--- src/rtl/tslot_pkg.sv ---
package tslot_pkg;

  // Sub-slot owner codes, in schedule order.
  typedef enum logic [1:0] {
    SLOT_EXT_A = 2'b00,
    SLOT_VID   = 2'b01,
    SLOT_EXT_B = 2'b10,
    SLOT_CPU   = 2'b11
  } slot_e;

  localparam int NUM_SLOTS = 4;

  function automatic logic is_ext_slot(input slot_e s);
    return ~s[0];
  endfunction

endpackage

--- src/rtl/tslot_phase_gen.sv ---
module tslot_phase_gen
  import tslot_pkg::*;
#(
  parameter int CLKS_PER_SLOT = 4,
  localparam int TW = (CLKS_PER_SLOT > 2) ? $clog2(CLKS_PER_SLOT) : 2
) (
  input  logic  clk,
  input  logic  rst,
  output slot_e phase_q,
  output slot_e phase_nx,
  output logic  enter_nx,
  output logic  slot_last,
  output logic  wr_win_nx
);

  localparam logic [TW-1:0] LAST = TW'(CLKS_PER_SLOT - 1);

  logic [TW-1:0] tick_q;
  logic [TW-1:0] tick_nx;

  always_comb begin
    slot_last = (tick_q == LAST);
    if (slot_last) begin
      tick_nx  = '0;
      phase_nx = slot_e'(phase_q + 2'd1);
    end else begin
      tick_nx  = tick_q + 1'b1;
      phase_nx = phase_q;
    end
    enter_nx  = (tick_nx == '0);
    wr_win_nx = (tick_nx != '0) && (tick_nx != LAST);
  end

  always_ff @(posedge clk) begin
    if (rst) begin
      tick_q  <= '0;
      phase_q <= SLOT_EXT_A;
    end else begin
      tick_q  <= tick_nx;
      phase_q <= phase_nx;
    end
  end

endmodule

--- src/rtl/tslot_port_mux.sv ---
module tslot_port_mux
  import tslot_pkg::*;
#(
  parameter int ADDR_W = 16,
  parameter int DATA_W = 8
) (
  input  logic              clk,
  input  logic              rst,
  input  slot_e             phase_nx,
  input  logic              enter_nx,
  input  logic              wr_win_nx,
  input  logic [ADDR_W-1:0] vid_addr,
  input  logic [ADDR_W-1:0] cpu_addr,
  input  logic [DATA_W-1:0] cpu_wdata,
  input  logic              cpu_we,
  input  logic              ext_req,
  input  logic              ext_we,
  input  logic [ADDR_W-1:0] ext_addr,
  input  logic [DATA_W-1:0] ext_wdata,
  output logic [ADDR_W-1:0] mem_addr,
  output logic [DATA_W-1:0] mem_wdata,
  output logic              mem_we,
  output logic              mem_en,
  output logic              cur_write
);

  logic [ADDR_W-1:0] sel_addr;
  logic [DATA_W-1:0] sel_wdata;
  logic              sel_en;
  logic              sel_wr;

  // Owner selection for the sub-slot about to begin.
  always_comb begin
    sel_addr  = ext_addr;
    sel_wdata = '0;
    sel_en    = 1'b0;
    sel_wr    = 1'b0;
    unique case (phase_nx)
      SLOT_VID: begin
        sel_addr = vid_addr;
        sel_en   = 1'b1;
      end
      SLOT_CPU: begin
        sel_addr  = cpu_addr;
        sel_wdata = cpu_wdata;
        sel_en    = 1'b1;
        sel_wr    = cpu_we;
      end
      default: begin
        if (ext_req) begin
          sel_wdata = ext_wdata;
          sel_en    = 1'b1;
          sel_wr    = ext_we;
        end
      end
    endcase
  end

  // Address, data and intent load at entry and hold; strobe in inner clocks.
  always_ff @(posedge clk) begin
    if (rst) begin
      mem_addr  <= '0;
      mem_wdata <= '0;
      mem_en    <= 1'b0;
      cur_write <= 1'b0;
      mem_we    <= 1'b0;
    end else if (enter_nx) begin
      mem_addr  <= sel_addr;
      mem_wdata <= sel_wdata;
      mem_en    <= sel_en;
      cur_write <= sel_en & sel_wr;
      mem_we    <= 1'b0;
    end else begin
      mem_we    <= mem_en & cur_write & wr_win_nx;
    end
  end

endmodule

--- src/rtl/tslot_read_capture.sv ---
module tslot_read_capture
  import tslot_pkg::*;
#(
  parameter int DATA_W = 8
) (
  input  logic              clk,
  input  logic              rst,
  input  slot_e             phase_q,
  input  logic              slot_last,
  input  logic              mem_en,
  input  logic              cur_write,
  input  logic [DATA_W-1:0] mem_rdata,
  output logic [DATA_W-1:0] vid_rdata,
  output logic [DATA_W-1:0] cpu_rdata,
  output logic [DATA_W-1:0] ext_rdata,
  output logic              ext_ack
);

  logic [NUM_SLOTS-1:0] cap_stb;
  logic                 ext_done;

  for (genvar p = 0; p < NUM_SLOTS; p++) begin : g_stb
    assign cap_stb[p] = slot_last && mem_en && !cur_write &&
                        (phase_q == slot_e'(2'(p)));
  end

  assign ext_done = slot_last && mem_en && is_ext_slot(phase_q);

  always_ff @(posedge clk) begin
    if (rst) begin
      vid_rdata <= '0;
      cpu_rdata <= '0;
      ext_rdata <= '0;
      ext_ack   <= 1'b0;
    end else begin
      if (cap_stb[SLOT_VID]) vid_rdata <= mem_rdata;
      if (cap_stb[SLOT_CPU]) cpu_rdata <= mem_rdata;
      if (cap_stb[SLOT_EXT_A] || cap_stb[SLOT_EXT_B]) ext_rdata <= mem_rdata;
      ext_ack <= ext_done;
    end
  end

endmodule

--- src/rtl/tslot_mem_arbiter.sv ---
module tslot_mem_arbiter
  import tslot_pkg::*;
#(
  parameter int ADDR_W        = 16,
  parameter int DATA_W        = 8,
  parameter int CLKS_PER_SLOT = 4
) (
  input  logic              clk,
  input  logic              rst,
  input  logic [ADDR_W-1:0] vid_addr,
  output logic [DATA_W-1:0] vid_rdata,
  input  logic [ADDR_W-1:0] cpu_addr,
  input  logic [DATA_W-1:0] cpu_wdata,
  input  logic              cpu_we,
  output logic [DATA_W-1:0] cpu_rdata,
  input  logic              ext_req,
  input  logic              ext_we,
  input  logic [ADDR_W-1:0] ext_addr,
  input  logic [DATA_W-1:0] ext_wdata,
  output logic              ext_ack,
  output logic [DATA_W-1:0] ext_rdata,
  output logic [ADDR_W-1:0] mem_addr,
  output logic [DATA_W-1:0] mem_wdata,
  output logic              mem_we,
  output logic              mem_en,
  input  logic [DATA_W-1:0] mem_rdata,
  output logic [1:0]        slot_phase
);

  slot_e phase_q;
  slot_e phase_nx;
  logic  enter_nx;
  logic  slot_last;
  logic  wr_win_nx;
  logic  cur_write;

  tslot_phase_gen #(
    .CLKS_PER_SLOT(CLKS_PER_SLOT)
  ) phase_i (
    .clk       (clk),
    .rst       (rst),
    .phase_q   (phase_q),
    .phase_nx  (phase_nx),
    .enter_nx  (enter_nx),
    .slot_last (slot_last),
    .wr_win_nx (wr_win_nx)
  );

  tslot_port_mux #(
    .ADDR_W(ADDR_W),
    .DATA_W(DATA_W)
  ) mux_i (
    .clk       (clk),
    .rst       (rst),
    .phase_nx  (phase_nx),
    .enter_nx  (enter_nx),
    .wr_win_nx (wr_win_nx),
    .vid_addr  (vid_addr),
    .cpu_addr  (cpu_addr),
    .cpu_wdata (cpu_wdata),
    .cpu_we    (cpu_we),
    .ext_req   (ext_req),
    .ext_we    (ext_we),
    .ext_addr  (ext_addr),
    .ext_wdata (ext_wdata),
    .mem_addr  (mem_addr),
    .mem_wdata (mem_wdata),
    .mem_we    (mem_we),
    .mem_en    (mem_en),
    .cur_write (cur_write)
  );

  tslot_read_capture #(
    .DATA_W(DATA_W)
  ) cap_i (
    .clk       (clk),
    .rst       (rst),
    .phase_q   (phase_q),
    .slot_last (slot_last),
    .mem_en    (mem_en),
    .cur_write (cur_write),
    .mem_rdata (mem_rdata),
    .vid_rdata (vid_rdata),
    .cpu_rdata (cpu_rdata),
    .ext_rdata (ext_rdata),
    .ext_ack   (ext_ack)
  );

  assign slot_phase = phase_q;

endmodule

--- config.mk ---
export PLATFORM = sky130hd
export DESIGN_NAME = tslot_mem_arbiter
export DESIGN_NICKNAME = d
export VERILOG_FILES = /design/src/rtl/tslot_pkg.sv /design/src/rtl/tslot_phase_gen.sv /design/src/rtl/tslot_port_mux.sv /design/src/rtl/tslot_read_capture.sv /design/src/rtl/tslot_mem_arbiter.sv
export SDC_FILE = /design/constraint.sdc
export NUM_CORES = 1
export LEC_CHECK = 0
export ABC_AREA = 0
export BUFFER_PORTS_ARGS = -buffer_cell sky130_fd_sc_hd__buf_2
export CAP_MARGIN = 0
export CORE_ASPECT_RATIO = 0.9
export CORE_UTILIZATION = 49
export CTS_CLUSTER_SIZE = 25
export DETAILED_ROUTE_END_ITERATION = 12
export PLACE_DENSITY = 0.88
export SLEW_MARGIN = 10
export SYNTH_ARGS = -nofsm -noshare
export SYNTH_HDL_FRONTEND = slang
export SYNTH_SLANG_ARGS = --single-unit
--- constraint.sdc ---
create_clock -name clk -period 4.45 [get_ports clk]
set_input_delay 0.445 -clock clk [delete_from_list [all_inputs] [get_ports clk]]
set_output_delay 0.445 -clock clk [all_outputs]
set_load 0.05 [all_outputs]
Word-level counts from Yosys, hierarchy flattened --
Index checks and enable logic that the tools add are counted.
Cells by class: add/subtract/negate cells 2, multiply operators 0, div/mod/pow operators 0, magnitude comparators 0, equality and inequality tests 7, shifts and indexed selects 0, multiplexer cells 9, bitwise gates (word level) 4, reduce and logical (&&, ||, !) cells 15
Operators with widths (number):
- $pmux W16 S2 | 1
- $pmux W8 S2 | 1
- $eq A2 B2 Y1 const B | 4
- $logic_and A1 B1 Y1 | 8
- $mux W8 | 1
- $add A2 B1 Y2 const B | 2
- $eq A2 B1 Y1 const B | 2
- $logic_not A2 Y1 | 2
- $mux W2 | 2
- $reduce_or A2 Y1 | 2
- $and A1 B1 Y1 | 3
- $mux W1 | 3
- $ne A2 B2 Y1 const B | 1
- $pmux W1 S2 | 1
- $reduce_bool A2 Y1 | 1
- $logic_not A1 Y1 | 1
- $logic_or A1 B1 Y1 | 1
- $not A1 Y1 | 1
Word-level totals: register bits 56, latch bits 0, RAM bits 0, memory bits (read-only) 0, bits of input ports 77, word-level logic and storage cells 48, memories 0

Logic depth before layout (Yosys ltp) --
Gate-level depths: netlist of the first run.
depth after elaboration 6, depth in mapped cells 8, mapped depth without buffers 5

Modules after synthesis --
A second synthesis of the first run with hierarchy kept.
Unflattened totals: cell total of the unflattened synthesis 264, area, all modules 2608.8 um^2
Modules (own cells, without submodules):
- tslot_port_mux | times used 1, cells each 152, area an instance 1412.6 um^2, sequential area each 540.5 um^2
- tslot_read_capture | times used 1, cells each 93, area an instance 997.2 um^2, sequential area each 500.5 um^2
- tslot_phase_gen | times used 1, cells each 19, area an instance 198.9 um^2, sequential area each 80.1 um^2

Worst setup path before layout of the first run --
No wires, ideal clock.
path kind flip-flop to flip-flop, start reg phase_i.phase_q[0], end reg mux_i.mem_addr[12], library setup time 88 ps, arrival 2395 ps, data required time 4362 ps, slack 1967 ps, stages on the path, launching flop included 9, cell sequence dfxtp_1 > buf_2 > inv_2 > buf_2 > ha_1 > mux2i_2 > buf_6 > nand3_2 > a311oi_2
Between the ends: cells in the longest elaborated chain, start to end 4
RTL lines:
- from (decl) | RTL line tslot_phase_gen.sv:9 | output slot_e phase_q,
- from (signal assigned) | RTL line tslot_phase_gen.sv:40 | phase_q <= phase_nx;
- $add A2 B1 Y2 | RTL line tslot_phase_gen.sv:25 | phase_nx = slot_e'(phase_q + 2'd1);
- $mux W2 (*) | RTL line tslot_phase_gen.sv:23 | if (slot_last) begin
- $eq A2 B2 Y1 or $eq A2 B1 Y1 (tied branches) | RTL line tslot_port_mux.sv:38 | unique case (phase_nx)
- $pmux W16 S2 (*) | RTL line tslot_port_mux.sv:38
- to (signal assigned) | RTL line tslot_port_mux.sv:68 | mem_addr <= sel_addr;
- to (decl) | RTL line tslot_port_mux.sv:20 | output logic [ADDR_W-1:0] mem_addr,
Every way passes the cells marked *; elsewhere a longest branch is shown, timed or not. A chain may end at the register's enable or synchronous reset.

Worst setup path after layout of the first run --
start reg phase_i.tick_q[0], end reg mux_i.mem_addr[4]
Between the ends: cells in the longest elaborated chain, start to end 4
RTL lines:
- from (decl) | RTL line tslot_phase_gen.sv:18 | logic [TW-1:0] tick_q;
- from (signal assigned) | RTL line tslot_phase_gen.sv:39 | tick_q <= tick_nx;
- $eq A2 B2 Y1 | RTL line tslot_phase_gen.sv:22 | slot_last = (tick_q == LAST);
- $mux W2 | RTL line tslot_phase_gen.sv:23
- $eq A2 B2 Y1 or $eq A2 B1 Y1 (tied branches) | RTL line tslot_port_mux.sv:38
- $pmux W16 S2 | RTL line tslot_port_mux.sv:38
Parallel ways exist; a longest one is shown, timed or not.

==> results.yml, run 1 <==
die:
  die_y_um: 72.0
  dieArea_um2: 5740
  core_um2: 5260
  dieWidth_um: 79.7
  start_util_pct: 50.7
  rows: 25
  io_pins: 130
worst_hold_path:
  min_path_type: "in -> reg"
cells_and_area:
  fin_area_um2: 3380
  drive_above_1_share_pct: 39.4
  nets: 496
  final_common_cell: "buf_2"
  fillers: 457
  layout_common_cells: "129 x buf_2, 56 x nand3_1, 56 x dfxtp_1"
  synthToLayoutAreaGrowth_pct: 26.7
  n_antenna_cell: 0
cts:
  clock-root-buffer: "clkbuf_8"
  cts_tree: "built"
  clkLatencyLatePin_ns: 0.31
  clock-sinks: 56
  ctsHoldBuffers: 0
  cts_setup_buffers: 0
  cts-htree-levels: 2
  cts.repair.resized: 0
  numCtsBuffers: 5
  cts.reportedPaths.clkPinSlew_ns: 0.09
  clockBufferDepth: 2
synth:
  synthTopCellsByArea: "dfxtp_1 42%, nand3_1 11%, nand2_1 5.5%"
  synth_adder_area_share_pct: 2.82
  synth.top_cell.area_share_pct: 42.1
  ys_ff_latch: 56
  syn_area_per_cell_um2: 8.80
  yosys.area_share.simple_pct: 23.7
  synth_xor_area_share_pct: 1.03
  netlist_area_um2: 2670
  synth-compound-area-share_pct: 23.5
  synthCells: 303
  synth.yosys.seq_area_share_pct: 42.1
  yosysWarningCount: 0
  synth_top_family_by_area: "simple AND/OR/NAND/NOR gates"
  synth_mux_area_share_pct: 1.08
  synth.distinct_cells: 33
  syn_nets: 386
  synth_area_leader_cell: "dfxtp_1"
critical_path:
  crit_path_max_fanout: 54
  required_ns: 4.66
  cp_data_arrival_time_ns: 2.59
  start_kind: "flop"
  path_class: "reg -> reg"
  cp-end-kind: "flop"
place:
  numPortBuffers: 129
  place_area_um2: 3270
  place_ws_ns: 2.10
  gp_congestion: 0.837
  place_hpwl_mm: 5.18
sta:
  fmax_mhz: 419
  hold_viol: 0
  max-slew-margin-rel_pct: 27.1
  worstMarginPinSlew_ns: 1.09
  fin_worst_skew_ns: 0.00584
  setup_tns_ns: 0
  setup_viol: 0
  setup_slack_ns: 2.06
  min_period_over_period_pct: 53.7
  rsz0062_at_grt: "false"
  slew_violations: 0
  post-route-min-period_ns: 2.39
routing:
  drtIter0Drc: 202
  wirelength_mm: 7.36
  routedWlPerCell_um: 15.3
  num_vias: 2730
  first_pass_iters: 5
  viasPerCell: 5.68
  ant_nets: 0
  drc: 0
power_and_ir_drop:
  irDropWorstVdd_mv: 0.154
  p_leak_nw: 1.39
  power_density_nw_per_um2: 322
grt:
  grt_usage_pct: 24.7
  grt_max_degree: 57
  grt_pass1_vias: 2437
  gr-total-overflow: 0
  antenna_found_initial: 0
  grt_pass1_wl_mm: 11.2
run:
  cap_violations: 0
status:
  outcome: "finished, final reports clean"
[sequential cells by signal, summed over array words and instances (netlist names)]
name             count
cap_i.cpu_rdata      8
mux_i.mem_addr      16
mux_i.mem_en         1
mux_i.cur_write      1
mux_i.mem_wdata      8
cap_i.ext_ack        1
mux_i.mem_we         1
phase_i.tick_q       2
phase_i.phase_q      2
cap_i.vid_rdata      8
cap_i.ext_rdata      8
[layer usage]
layer	wire length [µm]	part of all wire (%)	GRT usage, %
met4	94	1.3	7.74
met2	3730	51	42.7
met3	421	5.7	4.28
met5	0	0	0
met1	3110	42	31.6
[power by group]
part	internal (mW)	total [mW]	switching, mW
sequential	0.521	0.534	0.0134
combinational	0.0740	0.225	0.151
clock	0.167	0.327	0.160
total	0.762	1.09	0.324
[worst max-delay path, cell delays in order, from the launching register on]
cell,delay (ns)
dfxtp_1,0.41
ha_2,0.27
buf_4,0.52
xor2_4,0.62
nand3_1,0.14
a311oi_1,0.31
[cell type report]
| cell class | count | area (µm²) | share of cell area (%) |
|---|---|---|---|
| multi-input cells | 216 | 1390 | 41.2 |
| flip-flops and latches | 56 | 1120 | 33.2 |
| repair buffers | 131 | 661 | 19.6 |
| well taps | 67 | 83.8 | 2.48 |
| clock buffers | 6 | 72.6 | 2.15 |
| clock inverters | 2 | 35.0 | 1.04 |
| inverters | 3 | 11.3 | 0.333 |
[metrics by stage]
stage                     power, mW  std cells  utilization (%)  hold slack (ns)
after detailed placement      0.768        473             62.2            0.443
after CTS                      1.09        481             64.3            0.385
final                          1.09        481             64.3            0.398
after floorplan               0.701        303                -            0.467
after global routing           1.12        481             64.3            0.386
after global placement        0.763        473             62.2            0.439
[logic make-up after synthesis]
group                    Yosys count
multiplexers                       2
AO/OA/AOI/OAI                     76
adder cells (fa/ha/maj)            6
AND/OR/NAND/NOR                  131
XOR/XNOR                           1
buffers and inverters             31
flip-flops                        56
[cells in the mapped netlist]
cell type	number
dfxtp_1	56
nand3_1	56
nand2_1	39
a21oi_1	25
nor2_1	21
clkbuf_1	12
a311oi_1	10
a21boi_0	9
a311oi_2	9
buf_2	9
o21ai_0	9
a41oi_2	7
o21bai_1	7
ha_1	6
buf_4	5
and4b_1	2
inv_1	2
nand3_2	2
nand4b_1	2
nor2b_1	2
and3b_1	1
buf_1	1
buf_6	1
inv_2	1
mux2_4	1
mux2i_2	1
nand3b_1	1
nand4bb_1	1
nor3_1	1
nor4bb_1	1
or2_2	1
or3_2	1
xor2_4	1
[worst paths after layout]
| kind | slack, ns | endpoint | start | cells past startpoint |
|---|---|---|---|---|
| worst max-delay path | 2.06 | mux_i.mem_addr[4]$_SDFFE_PP0P_ | phase_i.tick_q[0]$_SDFF_PP0_ | 5 |
| worst min-delay path | 0.40 | cap_i.vid_rdata[2]$_SDFFE_PP0P_ | mem_rdata[2] | 3 |
| worst max register to register | 2.06 | mux_i.mem_addr[4]$_SDFFE_PP0P_ | phase_i.tick_q[0]$_SDFF_PP0_ | 5 |
| worst min register to register | 0.46 | cap_i.vid_rdata[2]$_SDFFE_PP0P_ | cap_i.vid_rdata[2]$_SDFFE_PP0P_ | 2 |
(Power assumes the default switching activity.)
==> inputs of run 2 (changes only) <==
ABC_AREA = 1   (was 0)
CORE_UTILIZATION = 45   (was 49)
PLACE_DENSITY = 0.83   (was 0.88)
clock period = 2.22 ns   (was 4.45 ns; I/O delays follow)
==> results.yml, run 2 <==
cts:
  cts.reportedPaths.clkPinSlew_ns: 0.10
  cts.repair.resized: 0
  ctsHoldBuffers: 0
  clock-root-buffer: "clkbuf_8"
  cts_setup_buffers: 0
  cts-htree-levels: 2
  numCtsBuffers: 5
  clock-sinks: 56
  cts_tree: "built"
  clkLatencyLatePin_ns: 0.30
  clockBufferDepth: 2
critical_path:
  crit_path_max_fanout: 17
  required_ns: 2.42
  rrSetupSlack_ns: 0.33
  cp-end-kind: "flop"
  start_kind: "flop"
  path_class: "reg -> reg"
  cp_data_arrival_time_ns: 2.09
sta:
  fin_worst_skew_ns: 0.00807
  post-route-min-period_ns: 1.89
  setup_viol: 0
  hold_viol: 0
  slew_violations: 0
  max-slew-margin-rel_pct: 48.3
  worstMarginPinSlew_ns: 0.775
  min_period_over_period_pct: 84.9
  setup_tns_ns: 0
  rsz0062_at_grt: "false"
  fmax_mhz: 530
synth:
  synth_commonest_cells: "56 x dfxtp_1, 48 x nand3_1, 47 x a21oi_1"
  synth.top_cell.area_share_pct: 43.5
  async_reset_ff_share_pct: 0
  synth-main-ff-cell: "dfxtp_1"
  syn_area_per_cell_um2: 7.42
  synthCells: 347
  ys_ff_latch: 56
  synth_edf_count: 0
  netlist_area_um2: 2570
  yosysWarningCount: 0
  synth.distinct_cells: 25
  synth_area_leader_cell: "dfxtp_1"
  syn_nets: 430
  synthTopCellsByArea: "dfxtp_1 44%, nand3_1 9.3%, a21oi_1 9.1%"
  synth.most_common_cell: "dfxtp_1"
  synth.yosys.seq_area_share_pct: 43.5
grt:
  grt_usage_pct: 22.7
  grt_pass1_vias: 2389
  grt_max_degree: 33
  antenna_found_initial: 0
  gr-total-overflow: 0
  grt_pass1_wl_mm: 10.6
place:
  numPortBuffers: 129
  gp_congestion: 0.788
  place_hpwl_mm: 4.77
routing:
  viasPerCell: 5.18
  first_pass_iters: 5
  routedWlPerCell_um: 12.6
  drc: 0
  num_vias: 2748
  ant_nets: 0
  drtIter0Drc: 127
  wirelength_mm: 6.68
power_and_ir_drop:
  p_leak_nw: 1.69
  power_density_nw_per_um2: 635
  irDropWorstVdd_mv: 0.342
die:
  core_um2: 5380
  io_pins: 130
  start_util_pct: 47.9
  dieWidth_um: 81.7
  rows: 25
  die_y_um: 73.8
  dieArea_um2: 6030
cells_and_area:
  regMostFlops: "mux_i.mem_addr"
  layout_common_cells: "129 x buf_2, 55 x dfxtp_1, 48 x nand3_1"
  n_antenna_cell: 0
  synthToLayoutAreaGrowth_pct: 27.4
  final_common_cell: "buf_2"
  drive_above_1_share_pct: 33.0
  fin_util_pct: 61.0
  largest_reg_flops: 16
  nets: 546
  fillers: 494
status:
  outcome: "finished, final reports clean"
worst_hold_path:
  min_path_type: "in -> reg"
run:
  cap_violations: 0
[run 2: cell types whose count changed after synthesis, sizes merged, moves of 9 or more]
cell,change
a31oi,+9
o21ai,+23
a21oi,+24
a311oi,-19
inv,+35
a21boi,-9
nor2,+25
nand3,-9
[run 2: report_power, final]
group | internal, mW | total, mW | switching (mW) | leakage [nW]
Combinational | 0.141 | 0.463 | 0.322 | 1.19
Clock | 0.225 | 0.550 | 0.324 | 0.0414
Sequential | 1.04 | 1.07 | 0.0269 | 0.454
Total | 1.41 | 2.08 | 0.673 | 1.69
[run 2: path summary, 6_finish.rpt]
path,start,end,depth (start not counted)
max reg2reg,phase_i.phase_q[0]$_SDFF_PP0_,mux_i.mem_addr[3]$_SDFFE_PP0P_,8
min reg2reg,cap_i.cpu_rdata[5]$_SDFFE_PP0P_,cap_i.cpu_rdata[5]$_SDFFE_PP0P_,2
max,phase_i.phase_q[0]$_SDFF_PP0_,mux_i.mem_addr[3]$_SDFFE_PP0P_,8
min,cpu_wdata[5],mux_i.mem_wdata[5]$_SDFFE_PP0P_,3
[run 2: cells by family after synthesis]
kind of cell    after synthesis  synth area share, %
flops                        56                 43.5
fa+ha+maj                     6                 2.92
compound gates               91                 18.8
simple gates                133                 23.9
buf+inv                      61                 10.8
[run 2: layout make-up]
class	instances	area (µm²)	share of cell area, %
multi-input cells	230	1170	35.8
flip-flops and latches	56	1120	34.2
repair buffers	132	668	20.4
inverters	38	143	4.35
well taps	67	83.8	2.56
clock buffers	6	72.6	2.21
clock inverters	2	16.3	0.496
[run 2: metrics by stage]
stage | power [mW] | setup slack (ns) | cell area (µm²) | hold WS, ns | instances
global placement | 1.55 | 0.431 | 3190 | 0.477 | 523
finish | 2.08 | 0.334 | 3280 | 0.160 | 531
CTS | 2.11 | 0.342 | 3280 | 0.152 | 531
global route | 2.21 | 0.130 | 3280 | 0.150 | 531
floorplan | 1.42 | 0.142 | 2580 | 0.363 | 347
detailed placement | 1.56 | 0.367 | 3190 | 0.483 | 523
[run 2: routing by layer]
layer | up-vias | routed length [µm] | part of all wire, % | global-route usage (%)
met5 | - | 0 | 0 | 0
met4 | 0 | 31 | 0.46 | 4.68
met3 | 2 | 603 | 9.0 | 5.96
met2 | 144 | 3070 | 46 | 40.1
met1 | 1222 | 2970 | 44 | 27.4
li1 | 1380 | - | - | -
[run 2: critical path: stages, from the launching register on]
cell and delay, ns:
dfxtp_2 0.49, inv_1 0.12, ha_1 0.32, nand2_1 0.08, nand2_1 0.35, nand3_1 0.23
nand3_1 0.10, nand2_1 0.07, inv_1 0.03
